--- src/rtl/sym_pwm_pkg.sv ---
package sym_pwm_pkg;

  // Strobes from the counter control to the datapath.
  typedef struct packed {
    logic idle;  // counter stopped: working regs follow shadows
    logic wrap;  // counter lands on zero while falling this edge
  } pwmStrb_t;

  localparam int ACT_HIGH = 2'b10;
  localparam int ACT_LOW  = 2'b01;
  localparam int FORCE_LO = 2'b00;
  localparam int FORCE_HI = 2'b11;

endpackage

--- src/rtl/sym_pwm_ctrl.sv ---
module sym_pwm_ctrl
  import sym_pwm_pkg::*;
#(
  parameter int CNT_W = 16
) (
  input  logic             clk,
  input  logic             rstN,
  input  logic             cntEn,
  input  logic [CNT_W-1:0] period,
  output logic [CNT_W-1:0] cnt,
  output pwmStrb_t         strb,
  output logic             ufPulse
);

  logic             dirUp;
  logic [CNT_W-1:0] nxtCnt;
  logic             nxtUp;
  logic             running;
  logic             hitZero;

  assign running = cntEn && (period != '0);

  always_comb begin
    nxtCnt  = cnt;
    nxtUp   = dirUp;
    hitZero = 1'b0;
    if (!running) begin
      nxtCnt = '0;
      nxtUp  = 1'b1;
    end else if (dirUp && (cnt < period)) begin
      nxtCnt = cnt + 1'b1;
    end else if (cnt <= CNT_W'(1)) begin
      nxtCnt  = '0;
      nxtUp   = 1'b1;
      hitZero = 1'b1;
    end else begin
      nxtCnt = cnt - 1'b1;
      nxtUp  = 1'b0;
    end
  end

  assign strb.idle = !cntEn;
  assign strb.wrap = hitZero;

  always_ff @(posedge clk or negedge rstN) begin
    if (!rstN) begin
      cnt     <= '0;
      dirUp   <= 1'b1;
      ufPulse <= 1'b0;
    end else begin
      cnt     <= nxtCnt;
      dirUp   <= nxtUp;
      ufPulse <= hitZero;
    end
  end

  // a rising count below the period advances by exactly one
  p_step_up_r1: assert property (@(posedge clk) disable iff (!rstN)
    (cntEn && dirUp && period != '0 && cnt < period) |=> cnt == $past(cnt) + 1'b1);

  // the event coincides with a zero count and never repeats back to back
  p_uf_at_zero_r6: assert property (@(posedge clk) disable iff (!rstN)
    ufPulse |-> cnt == '0);
  p_uf_single_r6: assert property (@(posedge clk) disable iff (!rstN)
    ufPulse |=> !ufPulse);

  // a stopped counter sits at zero with no event
  p_stopped_r8: assert property (@(posedge clk) disable iff (!rstN)
    !cntEn |=> (cnt == '0 && !ufPulse));

  // zero period keeps the counter parked
  p_zero_period_r9: assert property (@(posedge clk) disable iff (!rstN)
    (period == '0) |=> (cnt == '0 && !ufPulse));

endmodule

--- src/rtl/sym_pwm_dp.sv ---
module sym_pwm_dp
  import sym_pwm_pkg::*;
#(
  parameter int CNT_W     = 16,
  parameter int NUM_PAIRS = 3,
  parameter int ADDR_W    = 3
) (
  input  logic                   clk,
  input  logic                   rstN,
  input  logic                   wrEn,
  input  logic [ADDR_W-1:0]      wrAddr,
  input  logic [CNT_W-1:0]       wrData,
  input  pwmStrb_t               strb,
  input  logic [CNT_W-1:0]       cnt,
  input  logic                   cmpEn,
  input  logic                   pinEn,
  output logic [CNT_W-1:0]       period,
  output logic [2*NUM_PAIRS-1:0] pwmOut
);

  localparam int NUM_OUT  = 2 * NUM_PAIRS;
  localparam int ACT_W    = 2 * NUM_OUT;
  localparam int ADDR_ACT = NUM_PAIRS + 1;

  logic [CNT_W-1:0]   cmpShd [NUM_PAIRS];
  logic [CNT_W-1:0]   cmpAct [NUM_PAIRS];
  logic [ACT_W-1:0]   actShd;
  logic [ACT_W-1:0]   actAct;
  logic [NUM_OUT-1:0] lvl;
  logic               reload;
  logic               gateOn;

  assign reload = strb.idle || strb.wrap;
  assign gateOn = cmpEn && pinEn;

  always_ff @(posedge clk or negedge rstN) begin
    if (!rstN) begin
      period <= '0;
    end else if (wrEn && wrAddr == '0) begin
      period <= wrData;
    end
  end

  always_ff @(posedge clk or negedge rstN) begin
    if (!rstN) begin
      actShd <= '0;
      actAct <= '0;
    end else begin
      if (reload) actAct <= actShd;
      if (wrEn && wrAddr == ADDR_W'(ADDR_ACT)) actShd <= wrData[ACT_W-1:0];
    end
  end

  for (genvar p = 0; p < NUM_PAIRS; p++) begin : g_pair
    always_ff @(posedge clk or negedge rstN) begin
      if (!rstN) begin
        cmpShd[p] <= '0;
        cmpAct[p] <= '0;
      end else begin
        if (reload) cmpAct[p] <= cmpShd[p];
        if (wrEn && wrAddr == ADDR_W'(p + 1)) cmpShd[p] <= wrData;
      end
    end

    // working compare value moves only on a reload strobe
    p_hold_cmp_r5: assert property (@(posedge clk) disable iff (!rstN)
      !reload |=> $stable(cmpAct[p]));
  end

  for (genvar o = 0; o < NUM_OUT; o++) begin : g_out
    logic       below;
    logic [1:0] code;
    logic       bitLvl;

    assign below = cnt < cmpAct[o / 2];
    assign code  = actAct[2*o +: 2];

    always_comb begin
      case (code)
        2'(ACT_HIGH): bitLvl = below;
        2'(ACT_LOW):  bitLvl = !below;
        2'(FORCE_HI): bitLvl = 1'b1;
        default:      bitLvl = 1'b0;
      endcase
    end

    assign lvl[o] = bitLvl;

    // forced codes win over the counter
    p_force_hi_r4: assert property (@(posedge clk) disable iff (!rstN)
      (gateOn && code == 2'(FORCE_HI)) |-> pwmOut[o]);
    p_force_lo_r4: assert property (@(posedge clk) disable iff (!rstN)
      (code == 2'(FORCE_LO)) |-> !pwmOut[o]);
  end

  assign pwmOut = gateOn ? lvl : '0;

  // action word moves only on a reload strobe
  p_hold_act_r5: assert property (@(posedge clk) disable iff (!rstN)
    !reload |=> $stable(actAct));

endmodule

--- src/rtl/sym_pwm6.sv ---
module sym_pwm6
  import sym_pwm_pkg::*;
#(
  parameter int CNT_W     = 16,
  parameter int NUM_PAIRS = 3,
  localparam int ADDR_W   = $clog2(NUM_PAIRS + 2)
) (
  input  logic                   clk,
  input  logic                   rstN,
  input  logic                   wrEn,
  input  logic [ADDR_W-1:0]      wrAddr,
  input  logic [CNT_W-1:0]       wrData,
  input  logic                   cntEn,
  input  logic                   cmpEn,
  input  logic                   pinEn,
  output logic [2*NUM_PAIRS-1:0] pwmOut,
  output logic                   ufPulse
);

  logic [CNT_W-1:0] cnt;
  logic [CNT_W-1:0] period;
  pwmStrb_t         strb;

  sym_pwm_ctrl #(.CNT_W(CNT_W)) u_ctrl (
    .clk     (clk),
    .rstN    (rstN),
    .cntEn   (cntEn),
    .period  (period),
    .cnt     (cnt),
    .strb    (strb),
    .ufPulse (ufPulse)
  );

  sym_pwm_dp #(
    .CNT_W     (CNT_W),
    .NUM_PAIRS (NUM_PAIRS),
    .ADDR_W    (ADDR_W)
  ) u_dp (
    .clk    (clk),
    .rstN   (rstN),
    .wrEn   (wrEn),
    .wrAddr (wrAddr),
    .wrData (wrData),
    .strb   (strb),
    .cnt    (cnt),
    .cmpEn  (cmpEn),
    .pinEn  (pinEn),
    .period (period),
    .pwmOut (pwmOut)
  );

  // either gate low silences every line
  p_gate_off_r7: assert property (@(posedge clk) disable iff (!rstN)
    !(cmpEn && pinEn) |-> pwmOut == '0);

  // an event is only ever raised on a running counter
  p_uf_needs_run_r6: assert property (@(posedge clk) disable iff (!rstN)
    ufPulse |-> $past(cntEn));

endmodule

--- config.mk ---
export PLATFORM = sky130hd
export DESIGN_NAME = sym_pwm6
export DESIGN_NICKNAME = d
export VERILOG_FILES = /design/src/rtl/sym_pwm_pkg.sv /design/src/rtl/sym_pwm_ctrl.sv /design/src/rtl/sym_pwm_dp.sv /design/src/rtl/sym_pwm6.sv
export SDC_FILE = /design/constraint.sdc
export NUM_CORES = 1
export LEC_CHECK = 0
export ABC_CLOCK_PERIOD_IN_PS = 5630
export CAP_MARGIN = 0
export CORE_MARGIN = 4
export CORE_UTILIZATION = 65
export DETAILED_ROUTE_END_ITERATION = 16
export HOLD_SLACK_MARGIN = 0.06
export PLACE_DENSITY_LB_ADDON = 0.08
export SYNTH_ARGS = -nofsm -noshare
export SYNTH_HDL_FRONTEND = slang
export SYNTH_HIERARCHICAL = 1
export SYNTH_SLANG_ARGS = --single-unit
--- constraint.sdc ---
create_clock -name clk -period 5.63 [get_ports clk]
set_input_delay 1.126 -clock clk [delete_from_list [all_inputs] [get_ports clk]]
set_output_delay 1.126 -clock clk [all_outputs]
set_load 0.005 [all_outputs]
### After elaboration in Yosys (flattened, before gate mapping)

Cells that the tools add are included.

* add/subtract/negate cells: 2
* $lt $le $gt $ge: 5
* eq/ne operators: 23
* multiplexer cells: 15
* reductions and logical operators: 15

Operators with widths (number)
* 16-bit < comparator: 4
* 16-bit two-way mux: 3
* 2-bit equality test, second input constant: 12
* 1-bit one-hot mux with 3 select lines: 6
* 16-bit by 1-bit adder with 16-bit output, second input constant: 1
* 16-bit by 1-bit less-or-equal comparator with 1-bit output, second input constant: 1
* 16-bit nonzero test: 1
* 16-bit by 1-bit subtractor with 16-bit output, second input constant: 1
* 2-bit by 1-bit equality test with 1-bit output, second input constant: 6
* 1-bit logical AND: 8
* 3-bit by 2-bit equality test with 1-bit output, second input constant: 2
* 6-bit two-way mux: 1
* 1-bit two-way mux: 5
* 1-bit logical NOT: 4
* 3-bit by 1-bit equality test with 1-bit output, second input constant: 1
* 3-bit equality test, second input constant: 1
* 3-bit logical NOT: 1
* 2-bit != test, second input constant: 1
* 1-bit logical OR: 1

* register bits: 154
* input port bits: 25
* output and inout port bits: 7
* word-level logic and storage cells: 72

### Depth between registers and ports, before layout

Gate-level depths: netlist of run 1.

* depth after elaboration: 5
* mapped depth: 12
* depth with buffers taken out: 9

### Hierarchy

Netlist of run 1, hierarchy kept.

By module, submodules not included
* sym_pwm_dp: times used 1, cells an instance 460, area each 6403.6 um^2, seq. area each 3403.3 um^2
* sym_pwm_ctrl: times used 1, cells an instance 224, area each 1814.2 um^2, seq. area each 451.7 um^2

### Worst setup path after synthesis of run 1

OpenSTA, ideal clock, no wires.

* path kind: flip-flop to flip-flop
* start point: reg u_ctrl.cnt[2]
* end point: reg u_dp.actAct[0]
* library setup time: 0.125 ns
* data arrival time: 3.028 ns
* data required time: 5.505 ns
* setup slack: 2.477 ns
* stages on the path, launching flop included: 12
* path buffers: 3
* period minus slack after synthesis: 3.153 ns
* cell sequence: dfrtp_1 > ha_1 > a211o_1 > a31oi_1 > o221ai_2 > a21oi_2 > clkbuf_1 > nor3_1 > buf_4 > nor2_1 > clkbuf_1 > mux2_2

* word-level cells in the longest chain between the ends: 5
* elaborated cells on any way between the ends: 7
* classes of those cells: 2 x order compare; 3 x mux; 2 x reduce/logical

RTL lines
* from (decl): line sym_pwm_ctrl.sv:10 `output logic [CNT_W-1:0] cnt,`
* from (signal assigned): line sym_pwm_ctrl.sv:51 `cnt <= nxtCnt;`
* 16-bit by 1-bit less-or-equal comparator with 1-bit output / 16-bit < comparator (equally long branches): line sym_pwm_ctrl.sv:32, sym_pwm_ctrl.sv:30
* 1-bit two-way mux / 1-bit logical AND (equally long branches): line sym_pwm_ctrl.sv:32, sym_pwm_ctrl.sv:30
* 1-bit two-way mux *: line sym_pwm_ctrl.sv:30 `end else if (dirUp && (cnt < period)) begin`
* 1-bit two-way mux *: line sym_pwm_ctrl.sv:27 `if (!running) begin`
* via u_ctrl.hitZero: line sym_pwm_ctrl.sv:19 `logic hitZero;`
* 1-bit logical OR *: line sym_pwm_dp.sv:33 `assign reload = strb.idle || strb.wrap;`
* to (signal assigned): line sym_pwm_dp.sv:49 `if (reload) actAct <= actShd;`
* to (decl): line sym_pwm_dp.sv:28 `logic [ACT_W-1:0] actAct;`

The timed path passes the listed nets; every way through them passes the cells marked *.
A chain may end at the register's enable or synchronous reset.

### Worst setup path in the final report of run 1

* start point: reg u_ctrl.cnt[10]
* end point: out pwmOut[0]

* word-level cells in the longest chain between the ends: 4

RTL lines
* 16-bit < comparator *: line sym_pwm_dp.sv:75 `assign below = cnt < cmpAct[o / 2];`
* 1-bit logical NOT: line sym_pwm_dp.sv:81 `2'(ACT_LOW): bitLvl = !below;`
* 1-bit one-hot mux with 3 select lines *: line sym_pwm_dp.sv:79 `case (code)`
* 6-bit two-way mux *: line sym_pwm_dp.sv:96 `assign pwmOut = gateOn ? lvl : '0;`
* to (decl): line sym_pwm6.sv:16 `output logic [2*NUM_PAIRS-1:0] pwmOut,`

Mark *: on every way between the ends. The rest lies on a longest branch, timed or not.

==> results.json, run 1 <==
{
  "io_pins": 32,
  "critical_path_class": "reg2out",
  "min_period_ns": 4.442,
  "wl_per_cell_um": 21.44,
  "syn_inst": 684,
  "grt_start_max_net_pins": 113,
  "power.density_mw_per_mm2": 513.1,
  "cts_tree": "yes",
  "initial_utilization": 0.6730,
  "h-tree-depth": 4,
  "final_cell_mix": "dfrtp_1 (153), mux2_2 (136), inv_1 (70)",
  "n_antenna_cell": 0,
  "cp_max_fo": 18,
  "portBuffers": 31,
  "routed_wl_mm": 19.12,
  "crit_start": "u_ctrl/cnt[10]$_DFF_PN0_",
  "synth.distinct_cells": 60,
  "ir_drop_mv": 0.3299,
  "root_buffer": "clkbuf_16",
  "min_path_type": "reg2reg",
  "cp_data_arrival_time_ns": 3.32,
  "p_leak_nw": 4.349,
  "holdPathStages": 1,
  "synthTopCellsByArea": "dfrtp_1 (47%), mux2_2 (19%), ha_1 (9.6%)",
  "crit_path_end_kind": "output port",
  "maxSlewHeadroom": 0.2521,
  "gr-usage-all-layers": 0.2793,
  "first_global_vias": 5858,
  "cp.required_ns": 4.50,
  "ys_seq_area_frac": 0.4691,
  "syn_area_per_cell_um2": 12.01,
  "netlist_area_mm2": 0.008218,
  "whs_ns": 0.4998,
  "clock_latency_ns": 0.42,
  "clockBufferDepth": 2,
  "drc": 0,
  "slew_violations": 0,
  "dr.max_layer_used": "met4",
  "met1_length_mm": 8.137,
  "layout_commonest_cell": "dfrtp_1",
  "wl_met2_mm": 9.417,
  "ctsHoldBuffers": 0,
  "vias": 5613,
  "syn_nets": 772,
  "yosys.area.top_type": "dfrtp_1",
  "drt-initial-drc-count": 502,
  "dpl.hpwl_mm": 12.97,
  "max_cap_violations": 0,
  "final_nets": 799,
  "fin_skew_ns": 0.009032,
  "startpoint_type": "flip-flop",
  "die_x_um": 120.4,
  "grt_pass1_wl_mm": 31.25,
  "clk_pin_slew_ns": 0.06,
  "synth_edf_count": 0,
  "clkSinkCount": 154,
  "die_h_um": 120.4,
  "synth_flop_cell": "dfrtp_1",
  "wl_met3_mm": 1.121,
  "r2r-start": "u_dp/period[12]$_DFFE_PN0P_",
  "tns_ns": 0,
  "tightest_slew_ns": 1.121,
  "rsz0062_at_grt": "no",
  "numCtsBuffers": 17,
  "viasPerCell": 6.293,
  "rr_worst_depth": 7,
  "area_growth_pct": 13.52,
  "cts_resized": 0,
  "ys_ff_latch": 154,
  "async_flop_share": 1.000,
  "final_hold_viol_count": 0,
  "ant_nets": 0,
  "first_pass_iters": 6,
  "gp_congestion": 0.9618,
  "cts_setup_buffers": 0,
  "synth_top_area_share": 0.4659,
  "antenna_found_initial": 0,
  "setup_viol": 0,
  "drive_gt1_frac": 0.2735,
  "min-delay-start": "u_dp/cmpShd[33]$_DFFE_PN0P_",
  "overflow": 0,
  "synth_warnings": 6,
  "fmax_mhz": 225.1,
  "row_count": 40,
  "status": "completed",
  "core-area_mm2": 0.01221,
  "die_area_mm2": 0.01451,
  "post-route-period-util": 0.7890
}
worst max-delay path: stages (launching register included):
cell and delay (ns):
dfrtp_1 0.69, ha_1 0.32, and2_1 0.18, a221oi_2 0.24, o211ai_1 0.17, a2111oi_4 0.53, mux2i_1 0.24, clkdlybuf4s50_1 0.52
Yosys cell counts, types with 3 or more instances:
cell / count
dfrtp_1: 153
mux2_2: 136
inv_1: 70
ha_1: 63
nand2_1: 31
a21oi_1: 16
nand4_1: 15
nand3_1: 14
a21o_1: 11
nor3_1: 11
nor4_1: 11
buf_2: 10
clkbuf_1: 10
nor2_1: 10
a211oi_1: 9
mux2i_1: 9
or3_1: 9
o21ai_0: 8
and3_1: 6
buf_4: 6
o211ai_1: 5
or4_1: 5
a2111oi_4: 4
and2_1: 4
and4_1: 4
nor2b_1: 4
o21a_1: 3
xnor2_1: 3
stage by stage:
step	instance area, um^2	std cells	setup WS, ns	total power [mW]	utilization
final	9329	892	1.188	4.787	0.7639
after global routing	9329	892	1.013	5.067	0.7639
after CTS	9329	892	1.187	4.778	0.7639
after detailed placement	8652	860	1.650	3.444	0.7085
after global placement	8652	860	1.706	3.338	0.7085
after floorplan	8218	684	2.477	2.947	-
cells by family (layout without fill, tap and decap cells):
logic type / count (synthesis) / after routing / synth area share
adder cells (fa/ha/maj): 63 / 63 / 0.09592
AO/OA/AOI/OAI: 82 / 82 / 0.08481
multiplexers: 145 / 145 / 0.1973
XOR/XNOR: 5 / 5 / 0.005330
buffers and inverters: 97 / 137 / 0.04948
flip-flops: 154 / 154 / 0.4691
AND/OR/NAND/NOR: 138 / 138 / 0.09805
area by class of cell:
| type | instances | area (um^2) |
|---|---|---|
| clock buffer | 20 | 466.7 |
| clock inverter | 12 | 210.2 |
| fill | 825 | 2883 |
| inverter | 70 | 262.8 |
| multi-input combinational | 433 | 3970 |
| sequential | 154 | 3855 |
| tap | 168 | 210.2 |
| timing repair buffer | 35 | 354.1 |
routing by layer:
layer | vias to the layer above | global-route usage
met2 | 207 | 0.4495
li1 | 2532 | -
met4 | 0 | 0.09986
met1 | 2838 | 0.3750
met5 | - | 0
met3 | 36 | 0.06221
flip-flops by register name, summed over array words and instances (netlist names):
signal / flops
u_dp/period: 16
u_ctrl/cnt: 16
u_dp/actAct: 12
u_dp/cmpShd: 48
u_ctrl/ufPulse: 1
u_ctrl/dirUp: 1
u_dp/actShd: 12
u_dp/cmpAct: 48
power by group:
| group | leakage [nW] | switching [mW] | total, mW | internal, mW |
|---|---|---|---|---|
| Clock | 0.333 | 0.463 | 1.29 | 0.829 |
| Combinational | 2.14 | 0.924 | 1.73 | 0.806 |
| Sequential | 1.87 | 0.334 | 1.76 | 1.43 |
| Total | 4.35 | 1.72 | 4.79 | 3.07 |
final timing paths:
check                                               to  slack (ns)
setup / recovery                             pwmOut[0]        1.19
max in group asynchronous  u_dp/cmpAct[16]$_DFFE_PN0P_        3.63
min in group asynchronous      u_ctrl/cnt[4]$_DFF_PN0_        0.85
hold / removal             u_dp/cmpAct[33]$_DFFE_PN0P_        0.50
setup reg to reg           u_dp/cmpAct[39]$_DFFE_PN0P_        2.10
hold reg to reg            u_dp/cmpAct[33]$_DFFE_PN0P_        0.50
(Power assumes the default switching activity.)
==> run 2, diff against run 1 <==
--- a/config.mk
+++ b/config.mk
@@ -5,10 +5,10 @@
 export SDC_FILE = /design/constraint.sdc
 export NUM_CORES = 1
 export LEC_CHECK = 0
-export ABC_CLOCK_PERIOD_IN_PS = 5630
+export ABC_CLOCK_PERIOD_IN_PS = 3700
 export CAP_MARGIN = 0
 export CORE_MARGIN = 4
-export CORE_UTILIZATION = 65
+export CORE_UTILIZATION = 55
 export DETAILED_ROUTE_END_ITERATION = 16
 export HOLD_SLACK_MARGIN = 0.06
 export PLACE_DENSITY_LB_ADDON = 0.08
==> constraint.sdc (replaced) <==
create_clock -name clk -period 3.7 [get_ports clk]
set_input_delay 0.74 -clock clk [delete_from_list [all_inputs] [get_ports clk]]
set_output_delay 0.74 -clock clk [all_outputs]
set_load 0.005 [all_outputs]
==> results.json, run 2 (synthesized netlist as in run 1, its figures left out) <==
{
  "fin_skew_ns": 0.01082,
  "fmax_mhz": 282.5,
  "dpl.hpwl_mm": 13.80,
  "tightest_slew_ns": 0.8203,
  "clkSinkCount": 154,
  "busiest_layer": "met2",
  "layout_commonest_cell": "dfrtp_1",
  "top_regs": "u_dp/cmpAct: 48 flops, u_dp/cmpShd: 48 flops",
  "cts_tree": "yes",
  "slew_violations": 0,
  "maxSlewHeadroom": 0.4489,
  "use_met2": 0.3865,
  "wl_per_cell_um": 20.59,
  "path_buf_inv": 3,
  "h-tree-depth": 4,
  "final_nets": 823,
  "cp_data_arrival_time_ns": 2.80,
  "critPathTopFamily": "compound AO/OA/AOI/OAI gates",
  "io_pins": 32,
  "grt_start_max_net_pins": 80,
  "cp.required_ns": 2.96,
  "die_x_um": 130.2,
  "row_count": 44,
  "antenna_found_initial": 0,
  "viasPerCell": 5.928,
  "crit_path_end_kind": "output port",
  "grt_pass1_wl_mm": 30.99,
  "portBuffers": 31,
  "crit_path_frequent_cell": "buf_4",
  "die_h_um": 130.2,
  "final_hold_viol_count": 0,
  "nFillCells": 1114,
  "rsz0062_at_grt": "no",
  "drive_gt1_frac": 0.3128,
  "gp_congestion": 0.8999,
  "numCtsBuffers": 17,
  "critPathSlowestCell": "dfrtp_2",
  "clk_pin_slew_ns": 0.07,
  "first_pass_iters": 5,
  "p_leak_nw": 4.456,
  "critical-path-max-stage-delay_ns": 0.44,
  "r2r_slack_ns": 0.40,
  "root_buffer": "clkbuf_16",
  "min_path_type": "in2async",
  "die_area_mm2": 0.01696,
  "min_period_ns": 3.539,
  "tns_ns": 0,
  "gr-usage-all-layers": 0.2418,
  "post-route-period-util": 0.9566,
  "ant_nets": 0,
  "overflow": 0,
  "status": "completed",
  "setup_viol": 0,
  "max_cap_violations": 0,
  "area_growth_pct": 15.94,
  "finalPower_mw": 7.209,
  "startpoint_type": "flip-flop",
  "clockBufferDepth": 2,
  "crit_chain": "ha_1 > and2_1 > a221oi_2 > o211ai_1 > a2111oi_4 > buf_4 > buf_4 > mux2i_1 > dlygate4sd2_1",
  "cp_max_fo": 4,
  "ir_drop_mv": 0.4363,
  "clock_latency_ns": 0.43,
  "grtUsageMet3": 0.04585,
  "critical_path_class": "reg2out",
  "core-area_mm2": 0.01459,
  "vias": 5531,
  "initial_utilization": 0.5633,
  "routed_wl_mm": 19.21,
  "drt-initial-drc-count": 362,
  "drc": 0,
  "ctsHoldBuffers": 0,
  "grt_util_met1": 0.3372,
  "power.density_mw_per_mm2": 756.6,
  "first_global_vias": 5602,
  "final_cell_mix": "dfrtp_1 (146), mux2_2 (136), inv_1 (70)"
}
==> run 2: cell types whose count changed in the layout (fill, tap and decap cells not counted), sizes merged <==
cell           before  now
buf                 5   29
inv                72   79
clkdlybuf4s50      30   24
clkinv              5    0
bufinv              5    1
clkinvlp            0    4
dlygate4sd2         0    4
clkbuf             20   18
dlymetal6s2s        0    2
diode               0    1
==> run 2: repair_timing <==
action | CTS | global route
buffers inserted | 4 | 3
endpoints found under the setup margin | 6 | 3
cloned | 0 | 0
pin swaps | 7 | 2
gates resized for setup | 13 | 9
==> run 2: layer usage <==
metal  part of all wire  wire [um]
met2               0.49       9366
met4              0.018        348
met1               0.46       8760
met5                  0          0
met3              0.038        733
==> run 2: worst paths after layout <==
check	start	end	cells after the start
min in group clk	u_dp/cmpShd[44]$_DFFE_PN0P_	u_dp/cmpAct[44]$_DFFE_PN0P_	1
max in group asynchronous	rstN	u_ctrl/cnt[9]$_DFF_PN0_	2
setup / recovery	u_ctrl/cnt[11]$_DFF_PN0_	pwmOut[0]	9
setup reg to reg	u_ctrl/cnt[9]$_DFF_PN0_	u_dp/cmpAct[31]$_DFFE_PN0P_	10
hold reg to reg	u_dp/cmpShd[44]$_DFFE_PN0P_	u_dp/cmpAct[44]$_DFFE_PN0P_	1
hold / removal	rstN	u_ctrl/cnt[7]$_DFF_PN0_	1
==> run 2: area by class of cell <==
cell class | count | area, um^2 | area share
multi-input combinational | 433 | 4034 | 0.4234
sequential | 154 | 3864 | 0.4055
timing repair buffer | 59 | 546.8 | 0.05739
clock buffer | 18 | 439.2 | 0.04609
inverter | 70 | 262.8 | 0.02758
tap | 184 | 230.2 | 0.02416
clock inverter | 14 | 148.9 | 0.01563
antenna | 1 | 2.502 | 0.0002626
==> run 2: report_power, final <==
| part | internal (mW) | switching (mW) | leakage, nW |
|---|---|---|---|
| sequential | 2.18 | 0.391 | 1.86 |
| clock | 0.972 | 0.759 | 0.278 |
| combinational | 1.36 | 1.55 | 2.31 |
| total | 4.51 | 2.70 | 4.46 |
==> run 2: through the flow <==
stage | cells | hold slack, ns | setup WS, ns | instance area, um^2 | util
after floorplan | 684 | 0.4444 | 0.5468 | 8218 | -
after global placement | 893 | 0.4820 | 0.3720 | 8806 | 0.6036
after detailed placement | 893 | 0.4894 | 0.3140 | 8806 | 0.6036
after CTS | 929 | 0.3627 | 0.05889 | 9474 | 0.6494
after global routing | 932 | 0.3900 | 0.007744 | 9525 | 0.6529
final | 933 | 0.3350 | 0.1607 | 9528 | 0.6531
==> run 3, diff against run 2 <==
--- a/config.mk
+++ b/config.mk
@@ -16,3 +16,4 @@
 export SYNTH_HDL_FRONTEND = slang
 export SYNTH_HIERARCHICAL = 1
 export SYNTH_SLANG_ARGS = --single-unit
+export TNS_END_PERCENT = 1
==> results.json, run 3 (synthesized netlist as in run 1, its figures left out) <==
{
  "first_global_vias": 5592,
  "clockBufferDepth": 2,
  "row_count": 44,
  "r2r_slack_ns": 0.38,
  "crit-reg2reg-capture": "u_dp/cmpAct[31]$_DFFE_PN0P_",
  "clock_latency_ns": 0.43,
  "crit_path_end_kind": "output port",
  "whs_ns": 0.3367,
  "gp_congestion": 0.8999,
  "layout_commonest_cell": "dfrtp_1",
  "grt_pass1_wl_mm": 30.95,
  "max_cap_violations": 0,
  "gr-usage-all-layers": 0.2416,
  "grt_start_max_net_pins": 80,
  "cp_max_fo": 4,
  "n_antenna_cell": 0,
  "slew_violations": 0,
  "die_h_um": 130.2,
  "ant_nets": 0,
  "area_growth_pct": 15.29,
  "status": "completed",
  "min_period_ns": 3.654,
  "rsz0062_at_grt": "yes",
  "p_leak_nw": 4.415,
  "cp.required_ns": 2.96,
  "io_pins": 32,
  "rr_worst_depth": 10,
  "min_path_type": "in2async",
  "cp_data_arrival_time_ns": 2.91,
  "antenna_found_initial": 0,
  "setup_viol": 0,
  "h-tree-depth": 4,
  "ir_drop_mv": 0.4362,
  "tns_ns": 0,
  "drc": 0,
  "maxSlewHeadroom": 0.4448,
  "dpl.hpwl_mm": 13.80,
  "critical_path_class": "reg2out",
  "tightest_slew_ns": 0.8265,
  "final_nets": 819,
  "numCtsBuffers": 17,
  "die_area_mm2": 0.01696,
  "fmax_mhz": 273.7,
  "ctsHoldBuffers": 0,
  "top_regs": "u_dp/cmpAct: 48 flops, u_dp/cmpShd: 48 flops",
  "crit_start": "u_ctrl/cnt[9]$_DFF_PN0_",
  "post-route-period-util": 0.9876,
  "fin_skew_ns": 0.01148,
  "wl_per_cell_um": 20.63,
  "final_cell_mix": "dfrtp_1 (148), mux2_2 (136), inv_1 (70)",
  "viasPerCell": 5.949,
  "drive_gt1_frac": 0.3065,
  "clk_pin_slew_ns": 0.07,
  "cts_tree": "yes",
  "portBuffers": 31,
  "drt-initial-drc-count": 329,
  "routed_wl_mm": 19.15,
  "die_x_um": 130.2,
  "startpoint_type": "flip-flop",
  "root_buffer": "clkbuf_16",
  "vias": 5521,
  "final_hold_viol_count": 0,
  "overflow": 0,
  "r2r-start": "u_ctrl/cnt[9]$_DFF_PN0_",
  "power.density_mw_per_mm2": 756.9,
  "nFillCells": 1121,
  "first_pass_iters": 5,
  "core-area_mm2": 0.01459,
  "clkSinkCount": 154,
  "endpoint": "pwmOut[3]",
  "initial_utilization": 0.5633
}
[run 3: cell types whose count changed in the layout (fill, tap and decap cells not counted), moves of 2 or more]
| cell | delta |
|---|---|
| buf_4 | -4 |
| clkdlybuf4s50_1 | +2 |
| dfrtp_1 | +2 |
| dfrtp_2 | -2 |
| dlygate4sd2_1 | -2 |
[run 3: how the worst min path moves through the flow]
stage / start / depth (start not counted) / endpoint / slack [ns]
after floorplan: rstN / 0 / u_ctrl/cnt[0]$_DFF_PN0_ / 0.44
after global placement: u_dp/cmpShd[11]$_DFFE_PN0P_ / 1 / u_dp/cmpAct[11]$_DFFE_PN0P_ / 0.48
after detailed placement: u_dp/cmpShd[5]$_DFFE_PN0P_ / 1 / u_dp/cmpAct[5]$_DFFE_PN0P_ / 0.49
after CTS: rstN / 1 / u_ctrl/cnt[7]$_DFF_PN0_ / 0.36
after global routing: rstN / 1 / u_ctrl/cnt[7]$_DFF_PN0_ / 0.39
final: rstN / 1 / u_ctrl/cnt[7]$_DFF_PN0_ / 0.34
[run 3: critical path: stages (launching register included)]
cell,delay [ns]
dfrtp_2,0.47
ha_1,0.33
and4_1,0.23
a32oi_1,0.18
o211ai_1,0.14
a211oi_2,0.40
mux2i_1,0.23
clkdlybuf4s50_1,0.52
[run 3: final cells by class]
class                   count  area [um^2]  area share
inverters                  70        262.8     0.02773
multi-input cells         433         4020      0.4243
flip-flops and latches    154         3861      0.4076
repair buffers             55        511.7     0.05401
well taps                 184        230.2     0.02430
clock inverters            14        148.9     0.01572
clock buffers              18        439.2     0.04635
[run 3: what timing repair did]
action / in CTS / in global routing
resized for setup: 13 / 5
buffers inserted: 2 / 1
cloned: 0 / 0
setup endpoints to repair: 6 / 3
pin swaps: 7 / 3
[run 3: metal layers]
metal / GRT usage / routed length (um) / part of all wire
met3: 0.05117 / 829 / 0.043
met4: 0.06785 / 305 / 0.016
met1: 0.3356 / 8610 / 0.45
met2: 0.3859 / 9403 / 0.49
met5: 0 / 0 / 0
[run 3: stage by stage]
step | utilization | worst slack, ns | power (mW) | instances | area (um^2)
4_1_cts | 0.6485 | -0.01928 | 7.178 | 927 | 9462
2_1_floorplan | - | 0.5468 | 4.484 | 684 | 8218
6_report | 0.6494 | 0.04596 | 7.171 | 928 | 9474
3_5_place_dp | 0.6036 | 0.3140 | 5.355 | 893 | 8806
5_1_grt | 0.6494 | -0.1025 | 7.660 | 928 | 9474
3_3_place_gp | 0.6036 | 0.3720 | 5.246 | 893 | 8806
[run 3: where the power goes]
group / internal, mW / total [mW] / switching, mW / leakage (nW)
Sequential: 2.18 / 2.58 / 0.394 / 1.87
Combinational: 1.33 / 2.86 / 1.53 / 2.27
Clock: 0.972 / 1.73 / 0.760 / 0.278
Total: 4.49 / 7.17 / 2.68 / 4.41
